`config.mk`:
```
export PLATFORM = sky130hd
export DESIGN_NAME = alu_core
export DESIGN_NICKNAME = d
export VERILOG_FILES = /design/src/rtl/alu_core.sv
export SDC_FILE = /design/constraint.sdc
export NUM_CORES = 1
export LEC_CHECK = 0
export ABC_AREA = 1
export BUFFER_PORTS_ARGS = -buffer_cell sky130_fd_sc_hd__buf_2
export CAP_MARGIN = 20
export CORE_ASPECT_RATIO = 1.4
export CORE_MARGIN = 3
export CORE_UTILIZATION = 43
export DETAILED_ROUTE_END_ITERATION = 7
export PLACE_DENSITY = 0.66
export SETUP_SLACK_MARGIN = 0.02
export SYNTH_ARGS = -nofsm -noshare
export SYNTH_HDL_FRONTEND = slang
export SYNTH_SLANG_ARGS = --single-unit
```
`constraint.sdc`:
```
create_clock -name vclk -period 7.4
set_input_delay 0.74 -clock vclk [all_inputs]
set_output_delay 0.74 -clock vclk [all_outputs]
set_load 0.01 [all_outputs]
```
`src/rtl/alu_core.sv`:
```
module alu_core #(
  parameter int WIDTH = 32,
  parameter int IMM_W = 16
) (
  input  logic [3:0]       op_sel,
  input  logic [WIDTH-1:0] opnd_a,
  input  logic [WIDTH-1:0] opnd_b,
  input  logic [IMM_W-1:0] imm_raw,
  output logic [WIDTH-1:0] result
);
  localparam int SH_W = $clog2(WIDTH);

  localparam logic [3:0] OP_OR   = 4'b0000;
  localparam logic [3:0] OP_AND  = 4'b0001;
  localparam logic [3:0] OP_XOR  = 4'b0010;
  localparam logic [3:0] OP_ADD  = 4'b0011;
  localparam logic [3:0] OP_SUB  = 4'b0100;
  localparam logic [3:0] OP_SHL  = 4'b0101;
  localparam logic [3:0] OP_SHR  = 4'b0110;
  localparam logic [3:0] OP_NOT  = 4'b0111;
  localparam logic [3:0] OP_SLT  = 4'b1010;
  localparam logic [3:0] OP_SLTU = 4'b1011;
  localparam logic [3:0] OP_PASS = 4'b1100;
  localparam logic [3:0] OP_HI   = 4'b1101;
  localparam logic [3:0] OP_SRA  = 4'b1110;

  logic [SH_W-1:0]  shamt;
  logic [WIDTH-1:0] sum, diff, shl, shr, sra;
  logic             lt_s, lt_u;

  assign shamt = opnd_b[SH_W-1:0];
  assign sum   = opnd_a + opnd_b;
  assign diff  = opnd_a - opnd_b;
  assign shl   = opnd_a << shamt;
  assign shr   = opnd_a >> shamt;
  assign sra   = $signed(opnd_a) >>> shamt;
  assign lt_s  = $signed(opnd_a) < $signed(opnd_b);
  assign lt_u  = opnd_a < opnd_b;

  always_comb begin
    case (op_sel)
      OP_OR:   result = opnd_a | opnd_b;
      OP_AND:  result = opnd_a & opnd_b;
      OP_XOR:  result = opnd_a ^ opnd_b;
      OP_ADD:  result = sum;
      OP_SUB:  result = diff;
      OP_SHL:  result = shl;
      OP_SHR:  result = shr;
      OP_NOT:  result = ~opnd_a;
      OP_SLT:  result = {{(WIDTH-1){1'b0}}, lt_s};
      OP_SLTU: result = {{(WIDTH-1){1'b0}}, lt_u};
      OP_PASS: result = opnd_b;
      OP_HI:   result = {imm_raw, opnd_a[WIDTH-IMM_W-1:0]};
      OP_SRA:  result = sra;
      default: result = '0;
    endcase
  end
endmodule

```
==> results of run 1 <==
[through the flow]
stage	power (uW)	cells	cell area, um^2	setup slack, ns	utilization
2_1_floorplan	526	2270	10800	3.94	-
3_3_place_gp	814	2613	11400	3.06	0.467
3_5_place_dp	819	2613	11400	3.03	0.467
4_1_cts	822	2613	11400	3.01	0.467
5_1_grt	921	2614	11400	2.60	0.467
6_report	850	2616	11400	2.92	0.468
[final timing paths]
path,start,endpoint,slack [ns],cells past startpoint
setup / recovery,opnd_b[2],result[7],2.92,14
hold / removal,opnd_b[9],result[9],1.94,4
[synthesized netlist by cell type (all sizes together), types with 2 or more instances]
cell type / count
nor4: 3
ha: 101
a221oi: 3
a21oi: 77
o2111ai: 3
o22ai: 33
and2: 11
nand4: 40
a211oi: 2
o211ai: 21
fa: 2
clkbuf: 22
o21bai: 12
nor3: 21
buf: 76
nand3b: 2
nand3: 376
o21ai: 74
nand2: 864
inv: 316
nor2: 195
and3: 2
o221ai: 6
or2: 5
[logic make-up (layout without fill, tap and decap cells)]
group                      count (synthesis)  count (layout)
and+or+nand+nor                         1520            1520
buffers and inverters                    414             448
AOI/OAI and AO/OA                        233             233
adders and majority gates                103             103
other                                      0               2
[power by group]
part / switching (uW) / internal (uW) / leakage [uW]
clock network: 0 / 0.00000386 / 0.00000000999
registers: 0 / 0 / 0
logic: 614 / 237 / 0.00661
total: 614 / 237 / 0.00661
[area by class of cell]
type                            instances  area [um^2]  area share
Tap cell                              310          388      0.0341
Inverter                              316         1190       0.105
Timing Repair Buffer                  132          701      0.0616
Multi-Input combinational cell       1856         9080       0.799
Antenna cell                            2         5.00    0.000440
[per-layer routing]
layer  global-route usage  wire length, um  share of wire
met5                    0                0              0
met4                0.240             4460          0.076
met3               0.0311             4970          0.084
met2                0.739            28100           0.48
met1                0.495            21500           0.36
==> results.py, run 1 <==
metrics = {
    "final_layout": {
        "area_delta_synth_final_pct": 5.69,
        "drive_gt1_frac": 0.0716,
        "fillers": 2892,
        "nNetsFinal": 2493,
        "layout_commonest_cell": "nand2_1",
        "num-clock-buffers": 0,
        "layout.area.seq_um2": 0,
        "seq_cell_count": 0,
        "final_cell_mix": "859 x nand2_1, 376 x nand3_1, 305 x inv_1",
    },
    "route": {
        "wl_um": 59100,
        "first_pass_iters": 8,
        "wire_per_inst_um": 22.6,
        "via_per_inst": 5.97,
        "ant_nets": 0,
        "vias": 15609,
        "drtIter0Drc": 1681,
        "post-route-drc-count": 1,
    },
    "hold_path": {
        "hold_path.class": "in -> out",
    },
    "global_route": {
        "grt.total_usage": 0.416,
        "grt_first_pass_wirelength_um": 86400,
        "overflow": 0,
        "grt_start_max_net_pins": 72,
        "antenna_found_initial": 3,
        "grt_pass1_vias": 14472,
    },
    "placement": {
        "io_buffer_count": 116,
        "dp_hpwl_um": 48200,
        "gp_congestion": 1.06,
    },
    "logic_synthesis": {
        "synth_compound_gate_area_share": 0.125,
        "synth_top_area_frac": 0.300,
        "synth_fa_ha_area_frac": 0.121,
        "synth_top_family_by_area": "simple AND/OR/NAND/NOR gates",
        "synthSimpleGateAreaFrac": 0.598,
        "synth.largest_area_cell": "nand2_1",
        "synth_area_per_cell_um2": 4.74,
        "synthMuxAreaShare": 0,
        "syn_area_um2": 10800,
        "yosys_warnings": 0,
        "synthDistinctLibCells": 38,
        "synth_xor_area_frac": 0,
        "synth_nets": 2457,
        "yosysSeqAreaShare": 0,
        "synthCells": 2270,
        "yosys-top-cells-area": "nand2_1 30%, nand3_1 17%, ha_1 12%",
    },
    "worst_setup_path": {
        "worst-setup-path-type": "in -> out",
        "cp_top_family": "buffers and inverters",
        "critPathArrivalTime_ns": 3.74,
        "path_max_fanout": 66,
        "max_stage_delay_ns": 0.54,
        "slowest_stage": "buf_4",
        "path_common_cell": "nand2_1",
        "required_ns": 6.66,
        "cp-start-kind": "primary input",
        "setup.worst_path.end_class": "output pin",
        "cp.buffers_inverters": 5,
        "path_cells": "buf_2, buf_4, inv_2, ha_1, inv_1, nand2_1, nand3_1, nand2_1, nand2_1, a21oi_1, o21ai_0, a21oi_1, nand3_1, buf_2",
    },
    "timing": {
        "period_share": 0.606,
        "setup_tns_ns": 0,
        "min_period_ns": 4.48,
        "drv_slew": 0,
        "whs_ns": 1.94,
        "rsz0062_at_grt": "no",
        "hold_viol": 0,
        "max_freq_mhz": 223,
        "worst_slew_pin_slew_ns": 1.02,
        "setup_viol": 0,
        "maxSlewHeadroom": 0.318,
    },
    "power_and_ir_drop": {
        "peakVddDrop_mv": 0.0701,
        "power_leakage_uw": 0.00661,
        "power.density_nw_per_um2": 74.8,
    },
    "outcome": {
        "status": "finished, violations left",
        "violations": "design-rule violations",
    },
    "clocking": {
        "ctsResizeCount": 0,
        "holdBufCountCts": 0,
        "post_cts_buffers": 0,
    },
    "floorplanning": {
        "num_rows": 67,
        "die-area_um2": 27000,
        "die_y_um": 193,
        "ios": 116,
        "initial_utilization": 0.442,
        "core_area_um2": 24300,
        "dieWidth_um": 140,
    },
    "flow_run": {
        "cap_violations": 0,
    },
}
(Power assumes the default switching activity.)
==> inputs of run 2 (changes only) <==
--- a/config.mk
+++ b/config.mk
@@ -12,7 +12,7 @@
 export CORE_MARGIN = 3
 export CORE_UTILIZATION = 43
 export DETAILED_ROUTE_END_ITERATION = 7
-export PLACE_DENSITY = 0.66
+export PLACE_DENSITY = 0.69
 export SETUP_SLACK_MARGIN = 0.02
 export SYNTH_ARGS = -nofsm -noshare
 export SYNTH_HDL_FRONTEND = slang
==> constraint.sdc (replaced) <==
create_clock -name vclk -period 3.6
set_input_delay 0.36 -clock vclk [all_inputs]
set_output_delay 0.36 -clock vclk [all_outputs]
set_load 0.01 [all_outputs]
==> run 2 against run 1 <==
Net effect:
- the run now ends clean
- first-iteration DRC count down 1.5%
- via count rose by 0.51%
- routed wire length grew 1.7%
- worst hold slack got worse by 0.75 ns
- clock-buffer cell count is the same
- largest power group unchanged
==> results.py, run 2 (synthesized netlist as in run 1, its figures left out) <==
metrics = {
    "power_and_ir_drop": {
        "peakVddDrop_mv": 0.137,
        "power_leakage_uw": 0.00677,
        "p_sw_uw": 1280,
        "p_int_uw": 515,
        "p_clk_frac": 0,
        "power.density_nw_per_um2": 154,
        "switching_share": 0.713,
        "p_comb_frac": 1.000,
        "seqPwrFrac": 0,
    },
    "global_route": {
        "top_usage_layer": "met2",
        "grt_first_pass_wirelength_um": 88400,
        "grt.total_usage": 0.425,
        "grtUsageMet2": 0.731,
        "antenna_found_initial": 0,
        "grt_pass1_vias": 14691,
        "met3_usage": 0.0405,
        "met1_usage": 0.513,
        "overflow": 0,
        "grt_start_max_net_pins": 72,
    },
    "worst_setup_path": {
        "setup.worst_path.end_class": "output pin",
        "cp-start-kind": "primary input",
        "path_cells": "buf_2, ha_1, inv_1, fa_1, o21ai_0, nand3_1, nand2_1, nand2_1, nand2_1, nand2_1, nand2_1, nand2_1, nand3_1, nand3_1, buf_2",
        "worst-setup-path-type": "in -> out",
        "critPathArrivalTime_ns": 2.92,
        "path_common_cell": "nand2_1",
        "path_max_fanout": 5,
        "required_ns": 3.24,
        "slowest_stage": "fa_1",
        "cp_top_family": "simple AND/OR/NAND/NOR gates",
        "cp.buffers_inverters": 3,
        "max_stage_delay_ns": 0.42,
    },
    "timing": {
        "hold_viol": 0,
        "max_freq_mhz": 305,
        "worst_slew_pin_slew_ns": 0.666,
        "setup_viol": 0,
        "maxSlewHeadroom": 0.556,
        "period_share": 0.912,
        "min_period_ns": 3.28,
        "drv_slew": 0,
        "rsz0062_at_grt": "no",
        "setup_tns_ns": 0,
    },
    "final_layout": {
        "final_cell_mix": "859 x nand2_1, 376 x nand3_1, 305 x inv_1",
        "diodes": 0,
        "fin_cells": 2643,
        "num-clock-buffers": 0,
        "seq_cell_count": 0,
        "nNetsFinal": 2522,
        "fillers": 2889,
        "layout.area.seq_um2": 0,
        "area_delta_synth_final_pct": 8.11,
        "drive_gt1_frac": 0.0827,
        "layout_commonest_cell": "nand2_1",
    },
    "route": {
        "drtIter0Drc": 1655,
        "post-route-drc-count": 0,
        "first_pass_iters": 7,
        "wl_um": 60100,
        "ant_nets": 0,
        "vias": 15688,
        "wire_per_inst_um": 22.7,
        "via_per_inst": 5.94,
    },
    "hold_path": {
        "hold_path.class": "in -> out",
    },
    "placement": {
        "dp_hpwl_um": 50000,
        "io_buffer_count": 116,
        "gp_congestion": 1.13,
        "placedCellCount": 2643,
    },
    "flow_run": {
        "cap_violations": 0,
    },
    "floorplanning": {
        "ios": 116,
        "core_area_um2": 24300,
        "initial_utilization": 0.442,
        "num_rows": 67,
        "dieWidth_um": 140,
        "die-area_um2": 27000,
        "die_y_um": 193,
    },
    "outcome": {
        "status": "finished clean",
    },
    "clocking": {
        "ctsResizeCount": 0,
        "post_cts_buffers": 0,
        "holdBufCountCts": 0,
    },
}
-- run 2: cell count changes in the layout (fill, tap and decap cells not counted) --
cell,delta
buf_12,+4
diode_2,-2
nor2_2,-1
nor2_1,+1
buf_4,+25
-- run 2: per-layer routing --
| metal | part of all wire | wire length, um |
|---|---|---|
| met5 | 0 | 0 |
| met1 | 0.37 | 22400 |
| met4 | 0.076 | 4580 |
| met2 | 0.47 | 28200 |
| met3 | 0.081 | 4870 |
-- run 2: area by class of cell --
type	instances	area, um^2	share of cell area
repair buffers	161	968	0.0833
inverters	316	1190	0.102
well taps	310	388	0.0334
multi-input cells	1856	9080	0.781
-- run 2: worst min-delay path: stages --
cell and delay [ns]:
buf_2 0.10, a221oi_1 0.12, nand3_1 0.11, buf_2 0.13
-- run 2: final timing paths --
kind | startpoint | to | slack (ns) | depth (start not counted)
worst max-delay path | opnd_b[0] | result[28] | 0.32 | 15
worst min-delay path | opnd_b[9] | result[9] | 1.19 | 4
-- run 2: power groups by stage --
stage	Combinational, uW	Clock (uW)	Sequential [uW]
2_1_floorplan	1080	0	0
3_3_place_gp	1720	0	0
3_5_place_dp	1720	0	0
4_1_cts	1730	0	0
5_1_grt	1940	0	0
6_report	1790	0	0
-- run 2: stage by stage --
| step | total power [uW] | setup slack [ns] | cell area, um^2 | util | hold slack [ns] |
|---|---|---|---|---|---|
| 2_1_floorplan | 1080 | 0.898 | 10800 | - | 0.877 |
| 3_3_place_gp | 1720 | 0.463 | 11600 | 0.478 | 1.15 |
| 3_5_place_dp | 1720 | 0.453 | 11600 | 0.478 | 1.16 |
| 4_1_cts | 1730 | 0.450 | 11600 | 0.478 | 1.16 |
| 5_1_grt | 1940 | 0.211 | 11600 | 0.478 | 1.19 |
| 6_report | 1790 | 0.317 | 11600 | 0.478 | 1.19 |
==> inputs of run 3 (changes only) <==
--- a/config.mk
+++ b/config.mk
@@ -7,8 +7,7 @@
 export LEC_CHECK = 0
 export ABC_AREA = 1
 export BUFFER_PORTS_ARGS = -buffer_cell sky130_fd_sc_hd__buf_2
-export CAP_MARGIN = 20
-export CORE_ASPECT_RATIO = 1.4
+export CORE_ASPECT_RATIO = 0.6
 export CORE_MARGIN = 3
 export CORE_UTILIZATION = 43
 export DETAILED_ROUTE_END_ITERATION = 7
==> constraint.sdc (replaced) <==
create_clock -name vclk -period 2.7
set_input_delay 0.27 -clock vclk [all_inputs]
set_output_delay 0.27 -clock vclk [all_outputs]
set_load 0.01 [all_outputs]
==> run 3 against run 2 <==
Net effect:
- the run now ends with negative setup slack left
- die area increased by 0.13%
- worst hold slack worse by 0.16 ns
- flip-flop and latch count stayed put
- final area is 16% higher
- final cell count rose by 7.5%
- setup slack got worse by 0.37 ns
- routed wire length is 5.3% higher
- sequential share of layout area did not move
- critical path depth is 3 lower
- combinational power increased by 60%
- highest routed layer is now met5
==> results.py, run 3 (synthesized netlist as in run 1, its figures left out) <==
metrics = {
    "outcome": {
        "status": "finished, violations left",
        "violations": "negative setup slack",
    },
    "timing": {
        "max_freq_mhz": 363,
        "rsz0062_at_grt": "yes",
        "period_share": 1.02,
        "maxSlewHeadroom": 0.571,
        "setup_tns_ns": -0.0580,
        "min_period_ns": 2.76,
        "setup_viol": 1,
        "hold_viol": 0,
        "worst_slew_pin_slew_ns": 0.642,
        "timing.final.ws_setup_ns": -0.0580,
        "drv_slew": 0,
    },
    "global_route": {
        "grt.total_usage": 0.435,
        "antenna_found_initial": 2,
        "grt_start_max_net_pins": 52,
        "overflow": 0,
        "grt_first_pass_wirelength_um": 89500,
        "grt_pass1_vias": 14232,
    },
    "worst_setup_path": {
        "path_max_fanout": 18,
        "max_stage_delay_ns": 0.31,
        "worst-setup-path-type": "in -> out",
        "critPathArrivalTime_ns": 2.49,
        "required_ns": 2.43,
        "slowest_stage": "nand4_1",
        "cp-start-kind": "primary input",
        "setup.worst_path.end_class": "output pin",
        "cp_top_family": "simple AND/OR/NAND/NOR gates",
        "cp.buffers_inverters": 4,
        "path_cells": "buf_2, buf_12, buf_4, nand2_1, nand3_1, nand3_1, nand2_1, o21ai_0, nor2_1, nor2_1, nand4_1, buf_2",
    },
    "final_layout": {
        "nNetsFinal": 2708,
        "drive_gt1_frac": 0.179,
        "final_cell_mix": "850 x nand2_1, 368 x nand3_1, 304 x inv_1",
        "diodes": 0,
        "fin_cells": 2841,
        "seq_cell_count": 0,
        "num-clock-buffers": 0,
        "layout_commonest_cell": "nand2_1",
        "final_util": 0.552,
        "multi_input_area_um2": 9390,
        "fillers": 2694,
        "area_delta_synth_final_pct": 25.3,
        "layout.area.seq_um2": 0,
        "design_area_um2": 13500,
    },
    "route": {
        "ant_nets": 0,
        "wire_per_inst_um": 22.3,
        "drtIter0Drc": 3130,
        "via_per_inst": 5.99,
        "vias": 17018,
        "first_pass_iters": 7,
        "post-route-drc-count": 0,
        "wl_um": 63200,
    },
    "floorplanning": {
        "dieWidth_um": 210,
        "core_area_um2": 24400,
        "initial_utilization": 0.441,
        "ios": 116,
        "die_y_um": 129,
        "die-area_um2": 27000,
        "num_rows": 44,
    },
    "hold_path": {
        "hold_path.class": "in -> out",
    },
    "power_and_ir_drop": {
        "p_sw_uw": 1890,
        "peakVddDrop_mv": 0.0957,
        "power.total_uw": 2860,
        "p_comb_frac": 1.000,
        "power_leakage_uw": 0.00773,
        "power.density_nw_per_um2": 213,
        "p_clk_frac": 0,
        "switching_share": 0.660,
        "p_int_uw": 975,
        "seqPwrFrac": 0,
    },
    "placement": {
        "placedCellCount": 2836,
        "post_dp_cell_area_um2": 13100,
        "io_buffer_count": 116,
        "dp_hpwl_um": 52400,
        "gp_congestion": 1.11,
    },
    "flow_run": {
        "cap_violations": 0,
    },
    "clocking": {
        "holdBufCountCts": 0,
    },
}
run 3: cell types whose count changed in the layout (fill, tap and decap cells not counted), moves of 8 or more:
cell,before,now
nor2_2,7,26
ha_1,101,83
nand2_1,859,850
ha_2,0,11
nand2_2,3,11
a21oi_1,77,68
a21oi_2,0,8
nand3_1,376,368
buf_12,4,12
buf_4,41,218
nor2_1,184,164
run 3: worst paths after layout:
check | end | cells after the start | startpoint | slack [ns]
max | result[23] | 12 | opnd_b[0] | -0.06
min | result[9] | 4 | opnd_b[9] | 1.03
run 3: layout make-up:
class	instances	area share
Multi-Input combinational cell	1856	0.697
Inverter	316	0.0886
Tap cell	322	0.0299
Timing Repair Buffer	347	0.184
run 3: tightest hold or removal path: stages:
cell	delay (ns)
buf_2	0.11
a221oi_1	0.14
nand3_1	0.11
buf_2	0.13
run 3: routing by layer:
| metal | up-vias | GRT usage | share of wire |
|---|---|---|---|
| li1 | 7797 | - | - |
| met5 | - | 0.0379 | 0.0028 |
| met4 | 6 | 0.0919 | 0.030 |
| met1 | 7690 | 0.658 | 0.43 |
| met3 | 128 | 0.139 | 0.18 |
| met2 | 1397 | 0.584 | 0.36 |
run 3: power by group through the flow:
stage               registers [uW]  logic (uW)  clock network (uW)
floorplan                        0        1440                   0
global placement                 0        2590                   0
detailed placement               0        2600                   0
CTS                              0        2620                   0
global route                     0        3020                   0
finish                           0        2860                   0
run 3: stage by stage:
| step | setup WS (ns) | hold WS (ns) |
|---|---|---|
| 3_5_place_dp | 0.00390 | 1.00 |
| 6_report | -0.0580 | 1.03 |
| 3_3_place_gp | 0.0242 | 1.00 |
| 5_1_grt | -0.0595 | 1.04 |
| 4_1_cts | 0.0150 | 1.01 |
| 2_1_floorplan | 0.178 | 0.697 |
run 3: timing repair:
| item | 4_1_cts | 5_1_grt |
|---|---|---|
| gates resized for setup | 1 | 87 |
| buffers inserted | 1 | 3 |
| gates cloned | 0 | 1 |
| pin swaps | 1 | 2 |
| setup endpoints to repair | 4 | 29 |
